<file path="config.mk">
export PLATFORM = sky130hd
export DESIGN_NAME = cmd_rx_slave
export DESIGN_NICKNAME = d
export VERILOG_FILES = /design/src/rtl/cmdrx_pkg.sv /design/src/rtl/cmdrx_sync.sv /design/src/rtl/cmdrx_events.sv /design/src/rtl/cmdrx_frame.sv /design/src/rtl/cmd_rx_slave.sv
export SDC_FILE = /design/constraint.sdc
export NUM_CORES = 1
export LEC_CHECK = 0
export BUFFER_PORTS_ARGS = -buffer_cell sky130_fd_sc_hd__buf_2
export CORE_MARGIN = 5
export CORE_UTILIZATION = 35
export DETAILED_ROUTE_END_ITERATION = 10
export HOLD_SLACK_MARGIN = 0.1
export SETUP_SLACK_MARGIN = 0.2
export SKIP_LAST_GASP = 1
export SLEW_MARGIN = 10
export SYNTH_ARGS = -nofsm -noshare
export SYNTH_HDL_FRONTEND = slang
export SYNTH_SLANG_ARGS = --single-unit
</file>
<file path="constraint.sdc">
create_clock -name clk -period 2.2 [get_ports clk]
set_input_delay 0.11 -clock clk [delete_from_list [all_inputs] [get_ports clk]]
set_output_delay 0.11 -clock clk [all_outputs]
set_load 0.02 [all_outputs]
</file>
<file path="src/rtl/cmdrx_pkg.sv">
package cmdrx_pkg;
   localparam int unsigned BYTE_W = 8;
   localparam int unsigned CNT_W  = 4;

   typedef enum logic [1:0] {
      FR_IDLE,
      FR_ADDR,
      FR_DATA,
      FR_SKIP
   } frame_st_t;
endpackage

</file>
<file path="src/rtl/cmdrx_sync.sv">
module cmdrx_sync #(
   parameter int unsigned WIDTH  = 3,
   parameter int unsigned STAGES = 2
) (
   input  logic             clk,
   input  logic             rst_n,
   input  logic [WIDTH-1:0] din,
   output logic [WIDTH-1:0] dout
);
   for (genvar g = 0; g < WIDTH; g++) begin : g_line
      logic [STAGES-1:0] chain;
      if (STAGES == 1) begin : g_one
         always_ff @(posedge clk or negedge rst_n) begin
            if (!rst_n) chain <= '1;
            else        chain <= din[g];
         end
      end else begin : g_many
         always_ff @(posedge clk or negedge rst_n) begin
            if (!rst_n) chain <= '1;
            else        chain <= {chain[STAGES-2:0], din[g]};
         end
      end
      assign dout[g] = chain[STAGES-1];
   end
endmodule

</file>
<file path="src/rtl/cmdrx_events.sv">
module cmdrx_events #(
   parameter bit USE_ENABLE = 1'b1
) (
   input  logic clk,
   input  logic rst_n,
   input  logic scl_s,
   input  logic sda_s,
   input  logic sen_s,
   output logic scl_rise,
   output logic scl_fall,
   output logic start_evt,
   output logic stop_evt
);
   logic scl_q, sda_q, sen_q;
   logic scl_held;
   logic sda_dn, sda_up, sen_dn, sen_up;

   always_ff @(posedge clk or negedge rst_n) begin
      if (!rst_n) begin
         scl_q <= 1'b1;
         sda_q <= 1'b1;
         sen_q <= 1'b1;
      end else begin
         scl_q <= scl_s;
         sda_q <= sda_s;
         sen_q <= sen_s;
      end
   end

   assign scl_rise = scl_s & ~scl_q;
   assign scl_fall = ~scl_s & scl_q;
   assign scl_held = scl_s & scl_q;
   assign sda_dn   = sda_q & ~sda_s;
   assign sda_up   = ~sda_q & sda_s;
   assign sen_dn   = sen_q & ~sen_s;
   assign sen_up   = ~sen_q & sen_s;

   if (USE_ENABLE) begin : g_dual
      assign start_evt = scl_held & (sda_dn | sen_dn);
      assign stop_evt  = scl_held & (sda_up | sen_up);
   end else begin : g_twowire
      logic unused_sen;
      assign unused_sen = sen_dn | sen_up;
      assign start_evt  = scl_held & sda_dn;
      assign stop_evt   = scl_held & sda_up;
   end
endmodule

</file>
<file path="src/rtl/cmdrx_frame.sv">
module cmdrx_frame
   import cmdrx_pkg::*;
#(
   parameter logic [6:0]  DEV_ID  = 7'b1000100,
   parameter int unsigned SEL_POS = 1
) (
   input  logic              clk,
   input  logic              rst_n,
   input  logic              scl_rise,
   input  logic              scl_fall,
   input  logic              start_evt,
   input  logic              stop_evt,
   input  logic              sda_bit,
   input  logic              addr_sel,
   output logic              pull,
   output logic [BYTE_W-1:0] data,
   output logic              valid
);
   localparam logic [CNT_W-1:0] LAST_BIT = CNT_W'(BYTE_W - 1);
   localparam logic [CNT_W-1:0] ACK_SLOT = CNT_W'(BYTE_W);
   localparam logic [CNT_W-1:0] ACK_END  = CNT_W'(BYTE_W + 1);

   frame_st_t         st;
   logic [CNT_W-1:0]  cnt;
   logic [BYTE_W-1:0] sr;
   logic [BYTE_W-1:0] full;
   logic [BYTE_W-1:0] own_addr;
   logic              ack_pend;
   logic              active;

   always_comb begin
      own_addr          = {DEV_ID, 1'b0};
      own_addr[SEL_POS] = addr_sel;
   end

   assign full   = {sr[BYTE_W-2:0], sda_bit};
   assign active = (st == FR_ADDR) || (st == FR_DATA);

   always_ff @(posedge clk or negedge rst_n) begin
      if (!rst_n) begin
         st       <= FR_IDLE;
         cnt      <= '0;
         sr       <= '0;
         data     <= '0;
         valid    <= 1'b0;
         pull     <= 1'b0;
         ack_pend <= 1'b0;
      end else begin
         valid <= 1'b0;
         if (start_evt) begin
            st       <= FR_ADDR;
            cnt      <= '0;
            pull     <= 1'b0;
            ack_pend <= 1'b0;
         end else if (stop_evt) begin
            st       <= FR_IDLE;
            cnt      <= '0;
            pull     <= 1'b0;
            ack_pend <= 1'b0;
         end else if (active) begin
            if (scl_rise && cnt < ACK_END) begin
               cnt <= cnt + 1'b1;
               if (cnt < ACK_SLOT) sr <= full;
               if (cnt == LAST_BIT) begin
                  if (st == FR_ADDR) begin
                     if (full == own_addr) begin
                        st       <= FR_DATA;
                        ack_pend <= 1'b1;
                     end else begin
                        st <= FR_SKIP;
                     end
                  end else begin
                     data     <= full;
                     valid    <= 1'b1;
                     ack_pend <= 1'b1;
                  end
               end
            end
            if (scl_fall) begin
               if (cnt == ACK_SLOT) begin
                  pull <= ack_pend;
               end else if (cnt == ACK_END) begin
                  pull     <= 1'b0;
                  cnt      <= '0;
                  ack_pend <= 1'b0;
               end
            end
         end
      end
   end
endmodule

</file>
<file path="src/rtl/cmd_rx_slave.sv">
module cmd_rx_slave
   import cmdrx_pkg::*;
#(
   parameter int unsigned SYNC_STAGES = 2,
   parameter bit          USE_ENABLE  = 1'b1,
   parameter logic [6:0]  DEV_ID      = 7'b1000100,
   parameter int unsigned SEL_POS     = 1
) (
   input  logic              clk,
   input  logic              rst_n,
   input  logic              scl_i,
   input  logic              sda_i,
   input  logic              sen_i,
   input  logic              addr_sel_i,
   output logic              sda_pull_o,
   output logic [BYTE_W-1:0] data_o,
   output logic              data_valid_o
);
   localparam int unsigned LINES = 3;

   if (SYNC_STAGES < 2) begin : g_chk_sync
      $error("cmd_rx_slave: SYNC_STAGES must be at least 2");
   end
   if (SEL_POS < 1 || SEL_POS > BYTE_W - 1) begin : g_chk_sel
      $error("cmd_rx_slave: SEL_POS must address a bit above the write flag");
   end

   logic [LINES-1:0] raw_lines;
   logic [LINES-1:0] sync_lines;
   logic scl_sync, sda_sync, sen_sync;
   logic scl_rise, scl_fall, start_evt, stop_evt;

   assign raw_lines = {sen_i, sda_i, scl_i};
   assign {sen_sync, sda_sync, scl_sync} = sync_lines;

   cmdrx_sync #(.WIDTH(LINES), .STAGES(SYNC_STAGES)) u_sync (
      .clk  (clk),
      .rst_n(rst_n),
      .din  (raw_lines),
      .dout (sync_lines)
   );

   cmdrx_events #(.USE_ENABLE(USE_ENABLE)) u_events (
      .clk      (clk),
      .rst_n    (rst_n),
      .scl_s    (scl_sync),
      .sda_s    (sda_sync),
      .sen_s    (sen_sync),
      .scl_rise (scl_rise),
      .scl_fall (scl_fall),
      .start_evt(start_evt),
      .stop_evt (stop_evt)
   );

   cmdrx_frame #(.DEV_ID(DEV_ID), .SEL_POS(SEL_POS)) u_frame (
      .clk      (clk),
      .rst_n    (rst_n),
      .scl_rise (scl_rise),
      .scl_fall (scl_fall),
      .start_evt(start_evt),
      .stop_evt (stop_evt),
      .sda_bit  (sda_sync),
      .addr_sel (addr_sel_i),
      .pull     (sda_pull_o),
      .data     (data_o),
      .valid    (data_valid_o)
   );
endmodule

</file>
==> results of run 1 <==
==> worst min-delay path by stage <==
| stage | startpoint | end | depth (start not counted) | slack, ns |
|---|---|---|---|---|
| finish | u_sync.g_line[0].chain[0]$_DFF_PN1_ | u_sync.g_line[0].chain[1]$_DFF_PN1_ | 0 | 0.36 |
| global route | u_sync.g_line[2].chain[0]$_DFF_PN1_ | u_sync.g_line[2].chain[1]$_DFF_PN1_ | 0 | 0.36 |
| CTS | u_sync.g_line[2].chain[0]$_DFF_PN1_ | u_sync.g_line[2].chain[1]$_DFF_PN1_ | 0 | 0.36 |
| detailed placement | rst_n | u_frame.pull$_DFFE_PN0P_ | 1 | 0.22 |
| global placement | rst_n | u_frame.pull$_DFFE_PN0P_ | 1 | 0.20 |
| floorplan | rst_n | u_frame.ack_pend$_DFFE_PN0P_ | 0 | -0.19 |
==> sequential cells by signal, indices dropped and copies added, names as in the netlist <==
register / count
u_frame.sr: 7
u_sync.g_line.chain: 6
u_events.sda_q: 1
u_frame.data: 8
u_frame.pull: 1
u_events.scl_q: 1
u_frame.st: 2
u_frame.cnt: 4
u_frame.valid: 1
u_events.sen_q: 1
u_frame.ack_pend: 1
==> cell usage in the layout, fill, tap and decap left out, types with 3 or more instances in the layout <==
| master | count |
|---|---|
| dfrtp_1 | 24 |
| ha_1 | 6 |
| clkbuf_8 | 5 |
| mux2_2 | 15 |
| buf_2 | 15 |
| nor2_1 | 10 |
| xnor2_1 | 3 |
| dfstp_2 | 9 |
| inv_1 | 7 |
| nand2_1 | 4 |
| nand3_1 | 3 |
| a21oi_1 | 4 |
| dlygate4sd3_1 | 4 |
| nand2b_1 | 5 |
==> Yosys cell counts (2+ instances only) <==
master    count  area share, %
xnor2_1       3            1.8
a21oi_1       4            1.4
nor2_1       10            2.6
mux2_2       15             12
nand3_1       3            1.0
inv_1         7            1.8
o21ai_0       2           0.69
mux2i_1       2            1.4
nand2_1       4            1.0
dfstp_2       9             16
dfrtp_1      24             41
ha_1          6            5.2
nand2b_1      5            2.2
==> critical path, cell delays in order, from the launching register on <==
cell and delay (ns):
dfrtp_1 0.38, inv_1 0.05, ha_1 0.38, nor4b_4 0.32, buf_4 0.21, mux2_2 0.34
==> report_power, final <==
group | switching, µW | internal, µW | leakage [µW]
registers | 95.0 | 705 | 0.000415
clock network | 216 | 336 | 0.0000552
logic | 129 | 143 | 0.000366
==> through the flow <==
stage / setup WS, ns / hold slack (ns) / cell area [µm²]
2_1_floorplan: 0.468 / -0.186 / 1450
3_3_place_gp: 0.340 / 0.199 / 1590
3_5_place_dp: 0.299 / 0.216 / 1590
4_1_cts: 0.276 / 0.358 / 1730
5_1_grt: 0.320 / 0.363 / 1750
6_report: 0.399 / 0.357 / 1750
==> logic make-up after synthesis <==
| kind of cell | after synthesis |
|---|---|
| XOR/XNOR | 3 |
| AND/OR/NAND/NOR | 33 |
| adder cells (fa/ha/maj) | 6 |
| buffers and inverters | 7 |
| multiplexers | 17 |
| flip-flops | 33 |
| AO/OA/AOI/OAI | 13 |
==> area by class of cell <==
type	instances	area, µm²
clock buffers	6	72.6
clock inverters	2	35.0
fillers	386	2250
inverters	7	26.3
multi-input cells	72	584
flip-flops and latches	33	837
well taps	50	62.6
repair buffers	21	130
==> repair_timing <==
item / CTS / global route
setup endpoints to repair: 0 / 8
buffers inserted: 0 / 2
hold buffers: 4 / 0
hold endpoints to repair: 27 / 0
==> metal layers <==
layer | track usage (%) | share of wire, % | up-vias
li1 | - | - | 441
met1 | 13.5 | 47 | 426
met2 | 15.5 | 45 | 17
met3 | 5.14 | 5.9 | 7
met4 | 5.53 | 1.8 | 0
met5 | 0 | 0 | -
==> flow_summary_export.csv, run 1 <==
group,metric,value,unit
global_route,grt_pass1_vias,964,
global_route,grt_use_total,10.8,%
global_route,grt_first_pass_wirelength,4390,µm
setup_path,arrival,1.97,ns
synthesis,synth_compound_area_share,6.40,%
clock_network,clk_pin_slew_worst_paths,0.06,ns
timing,fin_crit_sh,81.9,%
setup_path,endpoint_kind,"flop",
clock_network,cts_buffers,5,
setup_path,crit_required,2.37,ns
power,p_leak,0.000837,µW
timing,slew_viol_final,0,
routing,ant_nets,0,
timing,finalSetupViolations,0,
synthesis,ys_seq_elements,33,
finish,syn_to_final_growth,20.7,%
die,start_util,36.2,%
routing,wl,2510,µm
synthesis,synth_fp_nets,124,
synthesis,synthDistinctLibCells,31,
finish,layout-drive-gt1-share,38.3,%
finish,fin_util,43.7,%
clock_network,cts_buffer_depth,2,
setup_path,reg2reg_slack,0.40,ns
timing,hold_viol,0,
timing,fin_crit,1.80,ns
finish,stdcell_count,191,
die,rows,23,
power,worst_ir_drop_vdd,0.420,mV
die,die_y,74.3,µm
die,die-area,5520,µm²
synthesis,yosys.area_share.simple,13.9,%
global_route,gr-total-overflow,0,
flow_run,drv_cap,0,
finish,antenna_cells,0,
timing,fin_skew,0.00495,ns
clock_network,htree_num_levels,2,
placement,numPortBuffers,15,
synthesis,yosysWarnings,0,
worst_hold_path,hp-class,"flop to flop",
synthesis,synthMuxAreaShare,13.1,%
global_route,antenna_found_initial,0,
global_route,grt_max_degree,34,
timing,fmax,555,MHz
run_status,status,"complete, no violations",
power,power_density,928,nW/µm²
die,core-area,4000,µm²
routing,first_iter_violations,29,
synthesis,ys.flop_type,"dfrtp_1",
timing,worstMarginPinSlew,0.713,ns
setup_path,startpoint,"u_frame.st[0]$_DFFE_PN0P_",
synthesis,async_flop_share,100,%
synthesis,avgSynthCellArea,12.9,µm²
clock_network,clock_latency,0.29,ns
synthesis,synth_top_family_by_area,"simple AND/OR/NAND/NOR gates",
finish,nets,152,
setup_path,crit_fanout,8,
clock_network,cts_tree,"done",
synthesis,ys_seq_area_share,57.8,%
synthesis,synth_edf_count,0,
clock_network,cts_root_buffer,"clkbuf_8",
setup_path,regToRegStartpoint,"u_frame.st[0]$_DFFE_PN0P_",
die,io_pins,16,
synthesis,synth_xor_area_share,1.82,%
synthesis,synth_cells,112,
routing,drc,0,
setup_path,endpoint,"u_frame.sr[6]$_DFFE_PN0P_",
placement,place_hpwl,1780,µm
routing,viasPerCell,4.66,
timing,rsz0062_at_grt,"no",
power,p_total,1620,µW
die,die_x,74.3,µm
setup_path,critPathLaunchType,"flop",
placement,place.gp.congestion,0.755,
clock_network,cts_sinks,33,
timing,relSlewSlack,52.5,%
routing,vias,891,
clock_network,cts_resized,0,
timing,final.setup.tns,0,ns
synthesis,synth_fa_ha_area_share,5.19,%
synthesis,synth_area,1450,µm²
setup_path,r2r_end,"u_frame.sr[6]$_DFFE_PN0P_",
placement,post-place-cells,177,
setup_path,r2r_cells,5,
routing,firstDrtPassIters,2,
routing,wire_per_inst,13.1,µm
setup_path,crit_type,"flop to flop",
No activity file was read; power rests on OpenSTA's default activity.
==> run 2, diff against run 1 <==
Clock period 2.2 ns to 1.7 ns, I/O delays scaled along.
==> run 2 against run 1 <==
Compared with the run above:
- sequential cell count is the same
- highest routed layer unchanged
- first-iteration DRC count decreased by 17%
- cell count is 2.6% higher
- core utilization is 3.2 points higher
- sequential power is 31% higher
- critical endpoint is now u_frame.sr[1]$_DFFE_PN0P_
==> flow_summary_export.csv, run 2 (synthesized netlist as in run 1, its figures left out) <==
group,metric,value,unit
run_status,status,"complete, no violations",
setup_path,reg2reg_slack,0.11,ns
power,p_total,2280,µW
die,die_y,74.3,µm
timing,fin_crit_sh,93.3,%
clock_network,htree_num_levels,2,
die,rows,23,
finish,largest_registers,"u_frame.data (8), u_frame.sr (7), u_sync.g_line.chain (6)",
die,core-area,4000,µm²
finish,fillers,355,
clock_network,cts_buffers,5,
timing,relSlewSlack,50.9,%
setup_path,startpoint,"u_frame.st[0]$_DFFE_PN0P_",
routing,drc,0,
global_route,grt_use_total,11.2,%
global_route,gr-total-overflow,0,
die,io_pins,16,
clock_network,cts_buffer_depth,2,
power,worst_ir_drop_vdd,0.688,mV
finish,multiInputGateArea,658,µm²
die,die-area,5520,µm²
setup_path,regToRegStartpoint,"u_frame.st[0]$_DFFE_PN0P_",
power,p_sw_share,26.7,%
power,p_clk_share,33.4,%
global_route,grt_pass1_vias,992,
finish,final_cell_mix,"dfrtp_1 (23), buf_2 (15), nor2_1 (9), dfstp_2 (9), mux2_2 (8)",
timing,hold-worst-slack,0.354,ns
die,start_util,36.2,%
timing,hold_viol,0,
finish,syn_to_final_growth,29.6,%
timing,fin_crit,1.59,ns
routing,wl,2670,µm
clock_network,cts_tree,"done",
timing,fmax,631,MHz
routing,wire_per_inst,13.6,µm
setup_path,crit_fanout,4,
finish,seq_area,838,µm²
timing,final.setup.worst_slack,0.114,ns
power,power.internal,1670,µW
global_route,grt_max_degree,34,
power,power_density,1210,nW/µm²
clock_network,clk_pin_slew_worst_paths,0.07,ns
placement,numPortBuffers,15,
power,p_leak,0.000890,µW
power,power.switching,609,µW
clock_network,clock_latency,0.28,ns
routing,first_iter_violations,24,
setup_path,endpoint_kind,"flop",
setup_path,arrival,1.76,ns
timing,fin_skew,0.00499,ns
setup_path,critPathLaunchType,"flop",
global_route,grt_first_pass_wirelength,4650,µm
finish,nets,157,
finish,largest_reg_flops,8,
routing,ant_nets,0,
die,die_x,74.3,µm
power,seqPwrFrac,46.1,%
clock_network,cts_root_buffer,"clkbuf_8",
setup_path,endpoint,"u_frame.sr[1]$_DFFE_PN0P_",
routing,viasPerCell,4.73,
setup_path,crit_type,"flop to flop",
flow_run,drv_cap,0,
worst_hold_path,hp-class,"input port to flop",
timing,finalSetupViolations,0,
clock_network,cts_sinks,33,
timing,slew_viol_final,0,
timing,rsz0062_at_grt,"yes",
placement,place.gp.congestion,0.764,
timing,worstMarginPinSlew,0.736,ns
placement,place_hpwl,1800,µm
finish,regMostFlops,"u_frame.data",
power,p_comb_share,20.5,%
setup_path,r2r_end,"u_frame.sr[1]$_DFFE_PN0P_",
finish,fin_util,46.9,%
routing,firstDrtPassIters,2,
placement,pre_cts_ws,0.0666,ns
setup_path,crit_required,1.87,ns
global_route,antenna_found_initial,0,
finish,layout-drive-gt1-share,46.6,%
finish,final_common_cell,"dfrtp_1",
setup_path,r2r_cells,5,
finish,antenna_cells,0,
routing,vias,928,
timing,final.setup.tns,0,ns
run 2: changes by cell type in the layout (fill, tap and decap cells not counted), moves of 2 or more:
cell	delta
mux2_4	+7
mux2_2	-7
ha_4	+2
ha_1	-2
buf_4	+4
run 2: how the worst min path moves through the flow:
stage | slack [ns] | cells past startpoint | from | endpoint
after detailed placement | 0.19 | 1 | rst_n | u_frame.pull$_DFFE_PN0P_
after CTS | 0.36 | 0 | u_sync.g_line[2].chain[0]$_DFF_PN1_ | u_sync.g_line[2].chain[1]$_DFF_PN1_
after global routing | 0.37 | 0 | u_sync.g_line[2].chain[0]$_DFF_PN1_ | u_sync.g_line[2].chain[1]$_DFF_PN1_
final | 0.35 | 5 | addr_sel_i | u_frame.st[0]$_DFFE_PN0P_
after floorplan | -0.21 | 0 | rst_n | u_frame.ack_pend$_DFFE_PN0P_
after global placement | 0.17 | 1 | rst_n | u_frame.pull$_DFFE_PN0P_
run 2: routing by layer:
layer / wire (µm) / share of wire, % / global-route usage, %
met1: 1270 / 48 / 14.7
met3: 95 / 3.6 / 3.78
met2: 1260 / 47 / 17.1
met4: 38 / 1.4 / 4.15
met5: 0 / 0 / 0
run 2: power by group through the flow:
stage | logic [µW] | registers [µW] | clock network, µW
2_1_floorplan | 285 | 1010 | 0
3_3_place_gp | 346 | 1050 | 0
3_5_place_dp | 352 | 1050 | 0
4_1_cts | 420 | 1040 | 784
5_1_grt | 521 | 1070 | 825
6_report | 466 | 1050 | 761
run 2: what timing repair did:
item,in CTS,in global routing
pin swaps,4,5
endpoints found under the hold margin,27,0
setup endpoints to repair,18,21
gates resized for setup,11,5
cloned,1,0
setup buffers,2,3
hold buffers,4,0
run 2: layout make-up:
cell class / count / area share, %
clock buffer: 6 / 4.40
clock inverter: 2 / 2.00
inverter: 7 / 1.40
multi-input combinational: 72 / 35.1
sequential: 33 / 44.7
tap: 50 / 3.33
timing repair buffer: 26 / 9.13
run 2: metrics by stage:
| step | area (µm²) | instances |
|---|---|---|
| after floorplan | 1460 | 112 |
| after global placement | 1610 | 178 |
| after detailed placement | 1610 | 178 |
| after CTS | 1830 | 193 |
| after global routing | 1880 | 196 |
| final | 1880 | 196 |
run 2: critical path, cell delays in order (launching register included):
cell	delay, ns
dfrtp_1	0.39
inv_2	0.07
ha_4	0.21
nor4b_4	0.31
buf_4	0.20
mux2_4	0.30
==> run 3, diff against run 2 <==
Settings changed: ABC_AREA set to 1, PLACE_DENSITY set to 0.49.
==> run 3 against run 2 <==
Compared with the run above:
- core utilization down 2.3 points
- routed wire length is 15% higher
- synthesized cell count grew 49%
- clock skew is 0.0043 ns higher
- hold slack got worse by 0.039 ns
==> flow_summary_export.csv, run 3 <==
group,metric,value,unit
run_status,status,"complete, no violations",
timing,finalSetupViolations,0,
synthesis,synth_fp_nets,179,
synthesis,synth_cells,167,
timing,slew_viol_final,0,
synthesis,ys_seq_area_share,53.1,%
finish,final_common_cell,"nand2_1",
routing,firstDrtPassIters,4,
setup_path,crit_fanout,7,
timing,fin_crit_sh,85.0,%
routing,wl,3070,µm
setup_path,critPathLaunchType,"flop",
worst_hold_path,hp-class,"input port to flop",
synthesis,synth_area,1580,µm²
global_route,antenna_found_initial,0,
synthesis,synthDistinctLibCells,21,
die,io_pins,16,
finish,regMostFlops,"u_frame.data",
synthesis,synth_area_leaders,"dfrtp_1 (38%), dfstp_2 (15%), nand2_1 (11%)",
die,core-area,4350,µm²
global_route,grt_first_pass_wirelength,5440,µm
synthesis,yosysWarnings,0,
clock_network,htree_num_levels,2,
routing,drc,0,
power,p_leak,0.000998,µW
routing,vias,1141,
routing,ant_nets,0,
setup_path,regToRegStartpoint,"u_frame.cnt[0]$_DFFE_PN0P_",
placement,numPortBuffers,15,
setup_path,r2r_end,"u_frame.data[5]$_DFFE_PN0P_",
timing,final.setup.worst_slack,0.254,ns
timing,fin_crit,1.45,ns
setup_path,reg2reg_slack,0.25,ns
clock_network,clock_latency,0.28,ns
timing,relSlewSlack,52.5,%
timing,hold-worst-slack,0.315,ns
clock_network,cts_sinks,33,
finish,syn_to_final_growth,23.3,%
die,die-area,5940,µm²
power,power_density,1120,nW/µm²
placement,place.gp.congestion,0.807,
clock_network,clk_pin_slew_worst_paths,0.07,ns
flow_run,drv_cap,0,
timing,hold_viol,0,
synthesis,synth_edf_count,0,
global_route,grt_max_degree,34,
setup_path,crit_required,1.87,ns
synthesis,ys_seq_elements,33,
setup_path,startpoint,"u_frame.cnt[0]$_DFFE_PN0P_",
timing,rsz0062_at_grt,"yes",
finish,antenna_cells,0,
synthesis,ys_top_cells_by_count,"nand2_1 (47), dfrtp_1 (24), inv_1 (20)",
synthesis,yosysMostFrequentCell,"nand2_1",
finish,layout-drive-gt1-share,36.4,%
routing,wire_per_inst,12.3,µm
routing,first_iter_violations,48,
timing,worstMarginPinSlew,0.713,ns
clock_network,cts_buffers,5,
global_route,grt_pass1_vias,1182,
die,start_util,36.2,%
die,rows,24,
synthesis,async_flop_share,100,%
setup_path,endpoint,"u_frame.data[5]$_DFFE_PN0P_",
timing,fin_skew,0.00929,ns
global_route,grt_use_total,11.4,%
synthesis,avgSynthCellArea,9.43,µm²
finish,largest_registers,"u_frame.data (8), u_frame.sr (7), u_sync.g_line.chain (6)",
timing,fmax,692,MHz
clock_network,cts_tree,"done",
power,worst_ir_drop_vdd,0.570,mV
clock_network,cts_root_buffer,"clkbuf_8",
global_route,gr-total-overflow,0,
synthesis,synth_top_area_cell,"dfrtp_1",
setup_path,endpoint_kind,"flop",
finish,nets,209,
clock_network,cts_buffer_depth,2,
setup_path,crit_type,"flop to flop",
finish,fillers,439,
die,die_x,77.1,µm
setup_path,arrival,1.61,ns
die,die_y,77.1,µm
routing,viasPerCell,4.56,
placement,place_hpwl,2220,µm
setup_path,r2r_cells,7,
placement,pre_cts_ws,0.0954,ns
finish,final_cell_mix,"nand2_1 (45), dfrtp_1 (24), inv_1 (18)",
timing,final.setup.tns,0,ns
synthesis,ys.flop_type,"dfrtp_1",
synthesis,synth_top_area_share,38.1,%
finish,largest_reg_flops,8,
==> run 3: worst min-delay path by stage <==
stage                     from                                  end  slack (ns)  depth (start not counted)
finish              addr_sel_i            u_frame.st[0]$_DFFE_PN0P_        0.31                          6
global route        addr_sel_i            u_frame.st[0]$_DFFE_PN0P_        0.35                          6
CTS                 addr_sel_i            u_frame.st[0]$_DFFE_PN0P_        0.31                          6
detailed placement       sda_i  u_sync.g_line[1].chain[0]$_DFF_PN1_        0.19                          1
global placement         rst_n             u_frame.pull$_DFFE_PN0P_        0.19                          1
floorplan                rst_n         u_frame.ack_pend$_DFFE_PN0P_       -0.21                          0
==> run 3: power by group <==
| part | internal (µW) | switching (µW) | total (µW) |
|---|---|---|---|
| logic | 170 | 260 | 430 |
| registers | 895 | 90.7 | 986 |
| clock network | 476 | 289 | 766 |
| total | 1540 | 640 | 2180 |
==> run 3: area by class of cell <==
class,count,area [µm²],area share (%)
Clock buffer,6,82.6,4.25
Clock inverter,2,37.5,1.93
Inverter,25,96.3,4.96
Multi-Input combinational cell,106,652,33.6
Sequential cell,33,837,43.1
Tap cell,52,65.1,3.35
Timing Repair Buffer,26,171,8.83
==> run 3: through the flow <==
step	instance area (µm²)	power, µW	util, %	instances
floorplan	1580	1280	-	167
global placement	1700	1370	39.0	233
detailed placement	1700	1380	39.0	233
CTS	1870	2180	43.0	246
global route	1940	2310	44.6	250
finish	1940	2180	44.6	250
==> run 3: cell families (layout without fill, tap and decap cells) <==
| family | count (synthesis) | after routing | share of synthesized area [%] |
|---|---|---|---|
| XOR/XNOR | 1 | 1 | 0.556 |
| buffers and inverters | 28 | 59 | 8.26 |
| adder cells (fa/ha/maj) | 6 | 6 | 4.77 |
| flip-flops | 33 | 33 | 53.1 |
| AND/OR/NAND/NOR | 81 | 81 | 24.9 |
| AO/OA/AOI/OAI | 18 | 18 | 8.34 |
==> run 3: routing by layer <==
layer / global-route usage, % / part of all wire (%) / vias up
met5: 0 / 0 / -
met4: 5.15 / 1.7 / 0
met3: 3.28 / 3.7 / 6
met2: 18.1 / 50 / 21
met1: 14.2 / 45 / 539
li1: - / - / 575
==> run 3: timing repair <==
item | in CTS | in global routing
buffers inserted | 1 | 4
pin swaps | 0 | 3
endpoints found under the hold margin | 27 | 0
gates resized for setup | 4 | 9
setup endpoints to repair | 5 | 17
hold buffers | 4 | 0
==> run 3: worst max-delay path, stage by stage (launching register included) <==
cell,delay [ns]
dfrtp_1,0.40
ha_2,0.21
nand3_1,0.14
nor2_2,0.20
nand3_4,0.11
buf_6,0.15
nand2_1,0.07
o21ai_2,0.05
